$ cat config.mk
export PLATFORM = sky130hd
export DESIGN_NAME = pld_olmc_array
export DESIGN_NICKNAME = d
export VERILOG_FILES = /design/src/rtl/olmc_pkg.sv /design/src/rtl/olmc_pin_edge.sv /design/src/rtl/olmc_cell.sv /design/src/rtl/olmc_fb_router.sv /design/src/rtl/pld_olmc_array.sv
export SDC_FILE = /design/constraint.sdc
export NUM_CORES = 1
export LEC_CHECK = 0
export BUFFER_PORTS_ARGS = -buffer_cell sky130_fd_sc_hd__buf_2
export CAP_MARGIN = 20
export CELL_PAD_IN_SITES_DETAIL_PLACEMENT = 2
export CELL_PAD_IN_SITES_GLOBAL_PLACEMENT = 2
export CORE_MARGIN = 2
export CORE_UTILIZATION = 22
export CTS_CLUSTER_DIAMETER = 60
export DETAILED_ROUTE_END_ITERATION = 7
export PLACE_DENSITY_LB_ADDON = 0.1
export RECOVER_POWER = 100
export SETUP_SLACK_MARGIN = 0.4
export SLEW_MARGIN = 20
export SYNTH_ARGS = -nofsm -noshare
export SYNTH_HDL_FRONTEND = slang
export SYNTH_SLANG_ARGS = --single-unit
$ cat constraint.sdc
create_clock -name clk -period 1.6 [get_ports clk]
set_clock_uncertainty 0.1 [all_clocks]
set_input_delay 0.16 -clock clk [delete_from_list [all_inputs] [get_ports clk]]
set_output_delay 0.16 -clock clk [all_outputs]
set_load 0.02 [all_outputs]
$ cat src/rtl/olmc_pkg.sv
package olmc_pkg;

    typedef enum logic [1:0] {
        MODE_RSVD    = 2'b00,
        MODE_REG     = 2'b01,
        MODE_SIMPLE  = 2'b10,
        MODE_COMPLEX = 2'b11
    } olmc_mode_e;

    typedef struct packed {
        logic pol;
        logic in_sel;
        logic od;
    } cell_cfg_t;

    typedef struct packed {
        logic val;
        logic en;
    } drive_t;

    // Push-pull passes value and enable; open-drain pulls low or releases.
    function automatic drive_t shape_drive(logic d, logic e, logic od);
        drive_t r;
        if (od) begin
            r.val = 1'b0;
            r.en  = e & ~d;
        end else begin
            r.val = d;
            r.en  = e;
        end
        return r;
    endfunction

endpackage

$ cat src/rtl/olmc_pin_edge.sv
module olmc_pin_edge (
    input  logic clk,
    input  logic rst,
    input  logic pin,
    output logic rise
);
    logic prev_q;

    always_ff @(posedge clk) begin
        if (rst) prev_q <= 1'b0;
        else     prev_q <= pin;
    end

    assign rise = pin & ~prev_q;

endmodule

$ cat src/rtl/olmc_cell.sv
module olmc_cell
    import olmc_pkg::*;
#(
    parameter bit FORCE_OUT = 1'b0
) (
    input  logic       clk,
    input  logic       rst,
    input  olmc_mode_e mode,
    input  cell_cfg_t  cfg,
    input  logic       sop,
    input  logic       pt_oe,
    input  logic       oe_n,
    input  logic       cap,
    input  logic       pad_in,
    output logic       pad_out,
    output logic       pad_oe,
    output logic       level,
    output logic       reg_fb,
    output logic       is_reg
);
    logic   q;
    logic   v;
    logic   d;
    logic   e;
    drive_t drv;

    assign v      = sop ^ cfg.pol;
    assign is_reg = (mode == MODE_REG) && !cfg.in_sel;

    always_ff @(posedge clk) begin
        if (rst)             q <= 1'b0;
        else if (is_reg && cap) q <= v;
    end

    always_comb begin
        d = v;
        e = 1'b0;
        unique case (mode)
            MODE_SIMPLE:  e = FORCE_OUT | ~cfg.in_sel;
            MODE_COMPLEX: e = pt_oe;
            MODE_REG: begin
                if (!cfg.in_sel) begin
                    d = q;
                    e = ~oe_n;
                end else begin
                    e = pt_oe;
                end
            end
            default: begin
                d = 1'b0;
                e = 1'b0;
            end
        endcase
        drv = shape_drive(d, e, cfg.od);
    end

    assign pad_out = drv.val;
    assign pad_oe  = drv.en;
    assign level   = drv.en ? drv.val : pad_in;
    assign reg_fb  = ~q;


    od_low_only_chk: assert property (@(posedge clk) disable iff (rst)
        (cfg.od && pad_oe) |-> !pad_out);


    reg_hold_chk: assert property (@(posedge clk) disable iff (rst)
        (is_reg && !cap) |=> $stable(q));


    reg_oe_gate_chk: assert property (@(posedge clk) disable iff (rst)
        (is_reg && oe_n) |-> !pad_oe);


    rsvd_idle_chk: assert property (@(posedge clk) disable iff (rst)
        (mode == MODE_RSVD) |-> (!pad_oe && !pad_out));


    reset_clear_chk: assert property (@(posedge clk)
        rst |=> (q == 1'b0));

endmodule

$ cat src/rtl/olmc_fb_router.sv
module olmc_fb_router
    import olmc_pkg::*;
#(
    parameter int N_CELLS = 8
) (
    input  logic               clk,
    input  logic               rst,
    input  olmc_mode_e         mode,
    input  logic [N_CELLS-1:0] level,
    input  logic [N_CELLS-1:0] reg_fb,
    input  logic [N_CELLS-1:0] is_reg,
    input  logic               ded_clk,
    input  logic               ded_oe_n,
    output logic [N_CELLS-1:0] fb
);
    localparam int HALF = N_CELLS / 2;

    always_comb begin
        fb = '0;
        unique case (mode)
            MODE_REG: begin
                for (int i = 0; i < N_CELLS; i++)
                    fb[i] = is_reg[i] ? reg_fb[i] : level[i];
            end
            MODE_COMPLEX: begin
                fb            = level;
                fb[0]         = ded_oe_n;
                fb[N_CELLS-1] = ded_clk;
            end
            MODE_SIMPLE: begin
                for (int i = 1; i < HALF; i++)
                    fb[i] = level[i-1];
                for (int i = HALF; i < N_CELLS - 1; i++)
                    fb[i] = level[i+1];
                fb[0]         = ded_oe_n;
                fb[N_CELLS-1] = ded_clk;
            end
            default: fb = '0;
        endcase
    end


    cplx_end_fb_chk: assert property (@(posedge clk) disable iff (rst)
        (mode == MODE_COMPLEX) |-> (fb[0] == ded_oe_n && fb[N_CELLS-1] == ded_clk));


    rsvd_fb_zero_chk: assert property (@(posedge clk) disable iff (rst)
        (mode == MODE_RSVD) |-> (fb == '0));

endmodule

$ cat src/rtl/pld_olmc_array.sv
module pld_olmc_array
    import olmc_pkg::*;
#(
    parameter int N_CELLS = 8
) (
    input  logic               clk,
    input  logic               rst,
    input  logic [1:0]         cfg_mode,
    input  logic [N_CELLS-1:0] cfg_pol,
    input  logic [N_CELLS-1:0] cfg_in_sel,
    input  logic [N_CELLS-1:0] cfg_od,
    input  logic               ded_clk,
    input  logic               ded_oe_n,
    input  logic [N_CELLS-1:0] sop_in,
    input  logic [N_CELLS-1:0] pt_oe_in,
    input  logic [N_CELLS-1:0] pad_in,
    output logic [N_CELLS-1:0] pad_out,
    output logic [N_CELLS-1:0] pad_oe,
    output logic [N_CELLS-1:0] fb_out
);
    localparam int HALF = N_CELLS / 2;

    olmc_mode_e         mode;
    logic               cap;
    logic [N_CELLS-1:0] level;
    logic [N_CELLS-1:0] reg_fb;
    logic [N_CELLS-1:0] is_reg;

    assign mode = olmc_mode_e'(cfg_mode);

    olmc_pin_edge u_edge (
        .clk  (clk),
        .rst  (rst),
        .pin  (ded_clk),
        .rise (cap)
    );

    for (genvar g = 0; g < N_CELLS; g++) begin : g_cell
        localparam bit INNER = (g == HALF - 1) || (g == HALF);
        olmc_cell #(.FORCE_OUT(INNER)) u_cell (
            .clk     (clk),
            .rst     (rst),
            .mode    (mode),
            .cfg     (cell_cfg_t'({cfg_pol[g], cfg_in_sel[g], cfg_od[g]})),
            .sop     (sop_in[g]),
            .pt_oe   (pt_oe_in[g]),
            .oe_n    (ded_oe_n),
            .cap     (cap),
            .pad_in  (pad_in[g]),
            .pad_out (pad_out[g]),
            .pad_oe  (pad_oe[g]),
            .level   (level[g]),
            .reg_fb  (reg_fb[g]),
            .is_reg  (is_reg[g])
        );
    end

    olmc_fb_router #(.N_CELLS(N_CELLS)) u_router (
        .clk      (clk),
        .rst      (rst),
        .mode     (mode),
        .level    (level),
        .reg_fb   (reg_fb),
        .is_reg   (is_reg),
        .ded_clk  (ded_clk),
        .ded_oe_n (ded_oe_n),
        .fb       (fb_out)
    );


    simple_inner_lo_chk: assert property (@(posedge clk) disable iff (rst)
        (mode == MODE_SIMPLE && !cfg_od[HALF-1]) |-> pad_oe[HALF-1]);


    simple_inner_hi_chk: assert property (@(posedge clk) disable iff (rst)
        (mode == MODE_SIMPLE && !cfg_od[HALF]) |-> pad_oe[HALF]);

endmodule

Yosys cells after proc, flatten, opt, wreduce, memory -nomap -nowiden
Index checks and enable logic that the tools add are counted.

Eq/ne operators: 3. Reductions and logical operators: 25. Bitwise logic cells: 41. Muxes and demuxes: 57.

Operator list (count): 2-to-1 mux 1 bit (32); inverter 1 bit (24); one-hot mux 1 bit (3 select lines) (8); one-hot mux 8 bit (3 select lines) (1); logical AND 1 bit (16); 2-to-1 mux 2 bit (8); one-hot mux 1 bit (2 select lines) (8); AND 1 bit (9); logical NOT 1 bit (8); XOR 1 bit (8); == test 2 bit, second input constant (2); == test 2 x 1 -> 1 bit, second input constant (1); OR reduction 2 bit (1).

Flip-flop bits (word level): 9. Logic and storage cells: 135. Input bits: 54. Output and inout bits: 24.

Longest topological paths before layout
Depth after elaboration: 9. Depth in mapped cells: 8. Gate-level depth less buffers: 5.

Modules after synthesis
Synthesis repeated with hierarchy kept, for this count alone.

Cell total of the unflattened synthesis: 199. Area total of the unflattened synthesis: 1565.3 µm².

By module, submodules not included: olmc_cell (g_cell[0].u_cell ...) (instances 6, area an instance 152.6 µm², cells an instance 21, seq. area each 20.0 µm²); olmc_fb_router (instances 1, area an instance 301.5 µm², cells an instance 34, seq. area each 0.0 µm²); olmc_cell (g_cell[3].u_cell ...) (instances 2, area an instance 150.1 µm², cells an instance 18, seq. area each 20.0 µm²); olmc_pin_edge (instances 1, area an instance 47.5 µm², cells an instance 3, seq. area each 20.0 µm²).

Least setup slack after synthesis
OpenSTA, ideal clock, no wires.

Kind: input port to output port. From: input port cfg_mode[1]. To: output port fb_out[2]. Path buffers: 2. Path slack: -423 ps. Arrival time: 1763 ps. Data required time: 1340 ps. Cell stages on the path: 7. Path through: buf_6 -> buf_2 -> o211a_1 -> nor3_1 -> a221o_1 -> a21oi_1 -> nor4_1.

Longest elaborated chain between the ends: 9. Elaborated cells between the ends (all ways): 19. Classes of those cells: eq/ne (3); mux (10); bitwise (4); reduce/logical (2).

RTL lines: start, declared (line pld_olmc_array.sv:8) `input logic [1:0] cfg_mode,`; == test 2 bit (line olmc_cell.sv:38, olmc_fb_router.sv:20); OR reduction 2 bit (no line); one-hot mux 1 bit (2 select lines) (line olmc_cell.sv:38) `unique case (mode)`; inverter 1 bit (line olmc_pkg.sv:26) `r.en = e & ~d;`; AND 1 bit (line olmc_pkg.sv:26); 2-to-1 mux 2 bit (line olmc_pkg.sv:24) `if (od) begin`; 2-to-1 mux 1 bit (line olmc_cell.sv:59) `assign level = drv.en ? drv.val : pad_in;`; 2-to-1 mux 1 bit (line olmc_fb_router.sv:23) `fb[i] = is_reg[i] ? reg_fb[i] : level[i];`; one-hot mux 8 bit (3 select lines) * (line olmc_fb_router.sv:20) `unique case (mode)`; end, declared (line pld_olmc_array.sv:19) `output logic [N_CELLS-1:0] fb_out`.

Every way passes the cells marked *; elsewhere a longest branch is shown, timed or not.

Final worst setup path
From: register g_cell[6].u_cell.q. To: output port fb_out[6].

Longest elaborated chain between the ends: 8. Elaborated cells between the ends (all ways): 9. Classes of those cells: mux (6); bitwise (3).

RTL lines: start, declared (line olmc_cell.sv:21) `logic q;`; start signal, assigned (line olmc_cell.sv:32) `else if (is_reg && cap) q <= v;`; 2-to-1 mux 1 bit (line olmc_cell.sv:42) `if (!cfg.in_sel) begin`; one-hot mux 1 bit (2 select lines) (line olmc_cell.sv:38); inverter 1 bit (line olmc_pkg.sv:26); AND 1 bit (line olmc_pkg.sv:26); 2-to-1 mux 2 bit (line olmc_pkg.sv:24); 2-to-1 mux 1 bit (line olmc_cell.sv:59); 2-to-1 mux 1 bit (line olmc_fb_router.sv:23); one-hot mux 8 bit (3 select lines) * (line olmc_fb_router.sv:20).

Marks and branches as above.

==> summary.md <==
| Metric | Value |
|---|---|
| Layout fillers | 823 |
| Area Growth Syn to Fin | 103% |
| Number of buffers created by CTS | 3 |
| CP max stage delay | ~0.34 ns |
| Hpwl dp | approximately 6000 µm |
| Critical path class | flip-flop to output port |
| Overall die area | 8340 µm² |
| Maximum buffer depth of the clock tree | 2 |
| Number of pins with negative max-slew slack in the final report | 0 |
| Crit-path most repeated cell | sky130_fd_sc_hd__a21oi_2 |
| Post-synth EDFFs | 0 |
| Failing checks | setup timing |
| Synthesized area | 1680 µm² |
| Number of synthesized register bits | 9 |
| Share of cells above drive strength 1 | 0.701 |
| Share of synthesized area occupied by flip-flops and latches | 0.107 |
| Total Routed Length | 8500 µm |
| Detailed-routing iteration count for the pre-antenna-repair pass | 4 |
| Initial Utilization | 0.229 |
| Number of distinct library cells after synthesis | 53 |
| Post-route fraction of the period consumed by the critical path | 1.20 |
| Average cell area after synthesis | 6.84 µm² |
| Initial antenna violation count | 0 |
| Maximum number of pins on one net before global-route repair | 13 |
| Num ports | 78 |
| Overall power consumption | 0.00164 W |
| Number of core rows | 31 |
| Cells along the critical path | nor3b_4 -> a21oi_2 -> o221ai_2 -> a21oi_2 -> a2111oi_4 -> buf_4 |
| Port Buffers | 77 |
| Worst slew pin tran | ~0.7 ns |
| Endpoint type of the worst setup path | output port |
| Library cell contributing the largest single delay on the critical path | sky130_fd_sc_hd__dfxtp_2 |
| Worst max-slew margin expressed relative to the limit | 0.536 |
| Post-synthesis instance total | approximately 250 |
| F_max | 0.520 GHz |
| Clock tree from TritonCTS | built |
| Root Driver | sky130_fd_sc_hd__clkbuf_8 |
| Family of cells with the greatest summed delay on the critical path | compound AO/OA/AOI/OAI gates |
| Drc violations | 0 |
| Final hold viol count | 0 |
| First-pass GRT wire length | 12800 µm |
| Routed vias/inst | about 5 |
| Routed wire length per instance | 18.1 µm |
| Area contributors post-synth | sky130_fd_sc_hd__dfxtp_1 11%, sky130_fd_sc_hd__nor2_1 8.1%, sky130_fd_sc_hd__buf_4 7.2%, sky130_fd_sc_hd__a21oi_1 6.0%, sky130_fd_sc_hd__mux2i_1 6.0% |
| Setup TNS | -2.72 ns |
| Nature of the critical path startpoint | flip-flop |
| Pleak | 1.48 nW |
| PwrDens | between 400 and 500 nW/µm² |
| Depth of the CTS H-tree | 1 |
| Worst-path maximum fanout | 2 |
| Area fraction of the dominant cell type after synthesis | 0.107 |
| Run status | finished with violations |
| Biggest area consumer among synthesized cells | sky130_fd_sc_hd__dfxtp_1 |
| Floorplan Core Area | 7330 µm² |
| Worst IR drop on VDD | 0.246 mV |
| Total congestion overflow | 0 |
| Die Y-Extent | 91.3 µm |
| Most used flip-flop cell after synthesis | sky130_fd_sc_hd__dfxtp_1 |
| Setup Viol. Count Final | 14 |
| Most used standard cell by instance count after synthesis | sky130_fd_sc_hd__nor2_1 |
| Path class of the lowest-slack min-delay path | input pin to flip-flop |
| Number of diodes added for antenna fixing | 0 |
| Total placed cells including tap cells | 449 |
| Final Instance Count excl. Fillers | 470 |
| All-Layer GR Usage | 0.190 |
| Post-route minimum period | 1.92 ns |
| Insertion delay to the later sink of the worst-skew pair | 0.26 ns |
| Utilization of the core after routing | 0.465 |
| Number of warnings reported in the yosys synthesis log | 0 |
| Ranking of synthesized cells by instance count | 36 x sky130_fd_sc_hd__nor2_1, 20 x sky130_fd_sc_hd__a21oi_1, 16 x sky130_fd_sc_hd__buf_4, 16 x sky130_fd_sc_hd__nand2_1, 13 x sky130_fd_sc_hd__o21ai_0 |
| Net count of the mapped netlist | 299 |
| Horizontal die dimension | 91.3 µm |
| Number of global-route vias before repair | 2532 |
| Final GP Congestion | 0.762 |
| Combined buffer and inverter count along the critical path | 1 |
| Antenna viol nets, final | 0 |
| Number of hold buffers added after cts | 0 |
| Number of clock sinks | 9 |
| Endpoint required time on the critical path | 1.34 ns |
| Crit path setup slack, layout | -0.321 ns |
| Maximum capacitance violations | 0 |
| Setup repair after global routing missed its margin | yes |
| Clock transition at the registers of the reported paths | 0.07 ns |
| Initial drt markers | 39 |
| Net count of the finished layout | 426 |
| Arrival time worst endpoint | 1.66 ns |
| Total number of vias | 2341 |
| Fraction of registers with async set or reset after synthesis | 0 |
[worst register-to-register path, stage by stage (launching register included)]
cell and delay (ns):
sky130_fd_sc_hd__dfxtp_2 0.32, sky130_fd_sc_hd__or3_4 0.31, sky130_fd_sc_hd__clkbuf_4 0.23, sky130_fd_sc_hd__nor2_1 0.14, sky130_fd_sc_hd__mux2i_1 0.21, sky130_fd_sc_hd__nor2_1 0.07
[area by class of cell]
class / count / area, µm² / area share
Multi-Input combinational cell: 192 / 1770 / 0.519
Timing Repair Buffer: 156 / 1240 / 0.363
Sequential cell: 9 / 191 / 0.0562
Tap cell: 99 / 124 / 0.0364
Clock buffer: 4 / 45.0 / 0.0132
Inverter: 10 / 42.5 / 0.0125
[timing repair]
action	4_1_cts	5_1_grt
buffers inserted	13	4
resized for setup	133	43
setup endpoints to repair	32	32
pin swaps	32	18
[layout by cell type, fill, tap and decap left out, types with 4 or more instances in the layout]
cell type,count
sky130_fd_sc_hd__nand2b_1,5
sky130_fd_sc_hd__dfxtp_2,9
sky130_fd_sc_hd__buf_4,72
sky130_fd_sc_hd__nor2_1,27
sky130_fd_sc_hd__nor2_4,6
sky130_fd_sc_hd__inv_1,8
sky130_fd_sc_hd__buf_8,4
sky130_fd_sc_hd__and2_4,5
sky130_fd_sc_hd__buf_12,6
sky130_fd_sc_hd__buf_6,23
sky130_fd_sc_hd__a22oi_2,7
sky130_fd_sc_hd__o21ai_0,5
sky130_fd_sc_hd__a21oi_1,4
sky130_fd_sc_hd__nand2_1,14
sky130_fd_sc_hd__buf_2,48
sky130_fd_sc_hd__o21ai_2,5
sky130_fd_sc_hd__o21ai_1,4
sky130_fd_sc_hd__xor2_2,5
sky130_fd_sc_hd__nor3b_4,4
sky130_fd_sc_hd__mux2i_1,9
sky130_fd_sc_hd__a21oi_2,14
[kinds of logic (layout without fill, tap and decap cells)]
logic type	after synthesis	in the layout	synth area share
mux	10	10	0.0597
xor+xnor	8	8	0.0418
buf+inv	44	170	0.149
compound gates	86	86	0.374
flops	9	9	0.107
simple gates	88	88	0.269
[power breakdown]
part	switching, W	internal [W]
Clock	0.000142	0.000177
Sequential	0.00000345	0.000231
Combinational	0.000547	0.000539
Total	0.000693	0.000946
[per-stage QoR]
step	area (µm²)	setup WS [ns]	hold WS [ns]
3_5_place_dp	2640	-0.437	0.377
3_3_place_gp	2640	-0.385	0.349
6_report	3410	-0.321	0.133
4_1_cts	3250	-0.362	0.115
5_1_grt	3410	-0.404	0.156
2_1_floorplan	1880	-0.162	0.219
[flip-flops by register name, summed over array words and instances (netlist names)]
signal and cells:
u_edge.prev_q 1, g_cell.u_cell.q 8
[metal layers]
metal | vias up | GRT usage | share of wire
met5 | - | 0 | 0
met4 | 0 | 0.0227 | 0.019
met3 | 13 | 0.0158 | 0.029
met2 | 55 | 0.362 | 0.54
met1 | 1151 | 0.236 | 0.42
li1 | 1122 | - | -
[worst paths after layout]
kind / startpoint / endpoint / slack, ns / cells past startpoint
worst max register to register: u_edge.prev_q$_SDFF_PP0_ / g_cell[3].u_cell.q$_SDFFE_PP0P_ / 0.09 / 5
worst min register to register: g_cell[4].u_cell.q$_SDFFE_PP0P_ / g_cell[4].u_cell.q$_SDFFE_PP0P_ / 0.44 / 2
worst min-delay path: rst / g_cell[6].u_cell.q$_SDFFE_PP0P_ / 0.13 / 2
worst max-delay path: g_cell[6].u_cell.q$_SDFFE_PP0P_ / fb_out[6] / -0.32 / 6
Note: power is estimated with default switching activity, not from simulation.
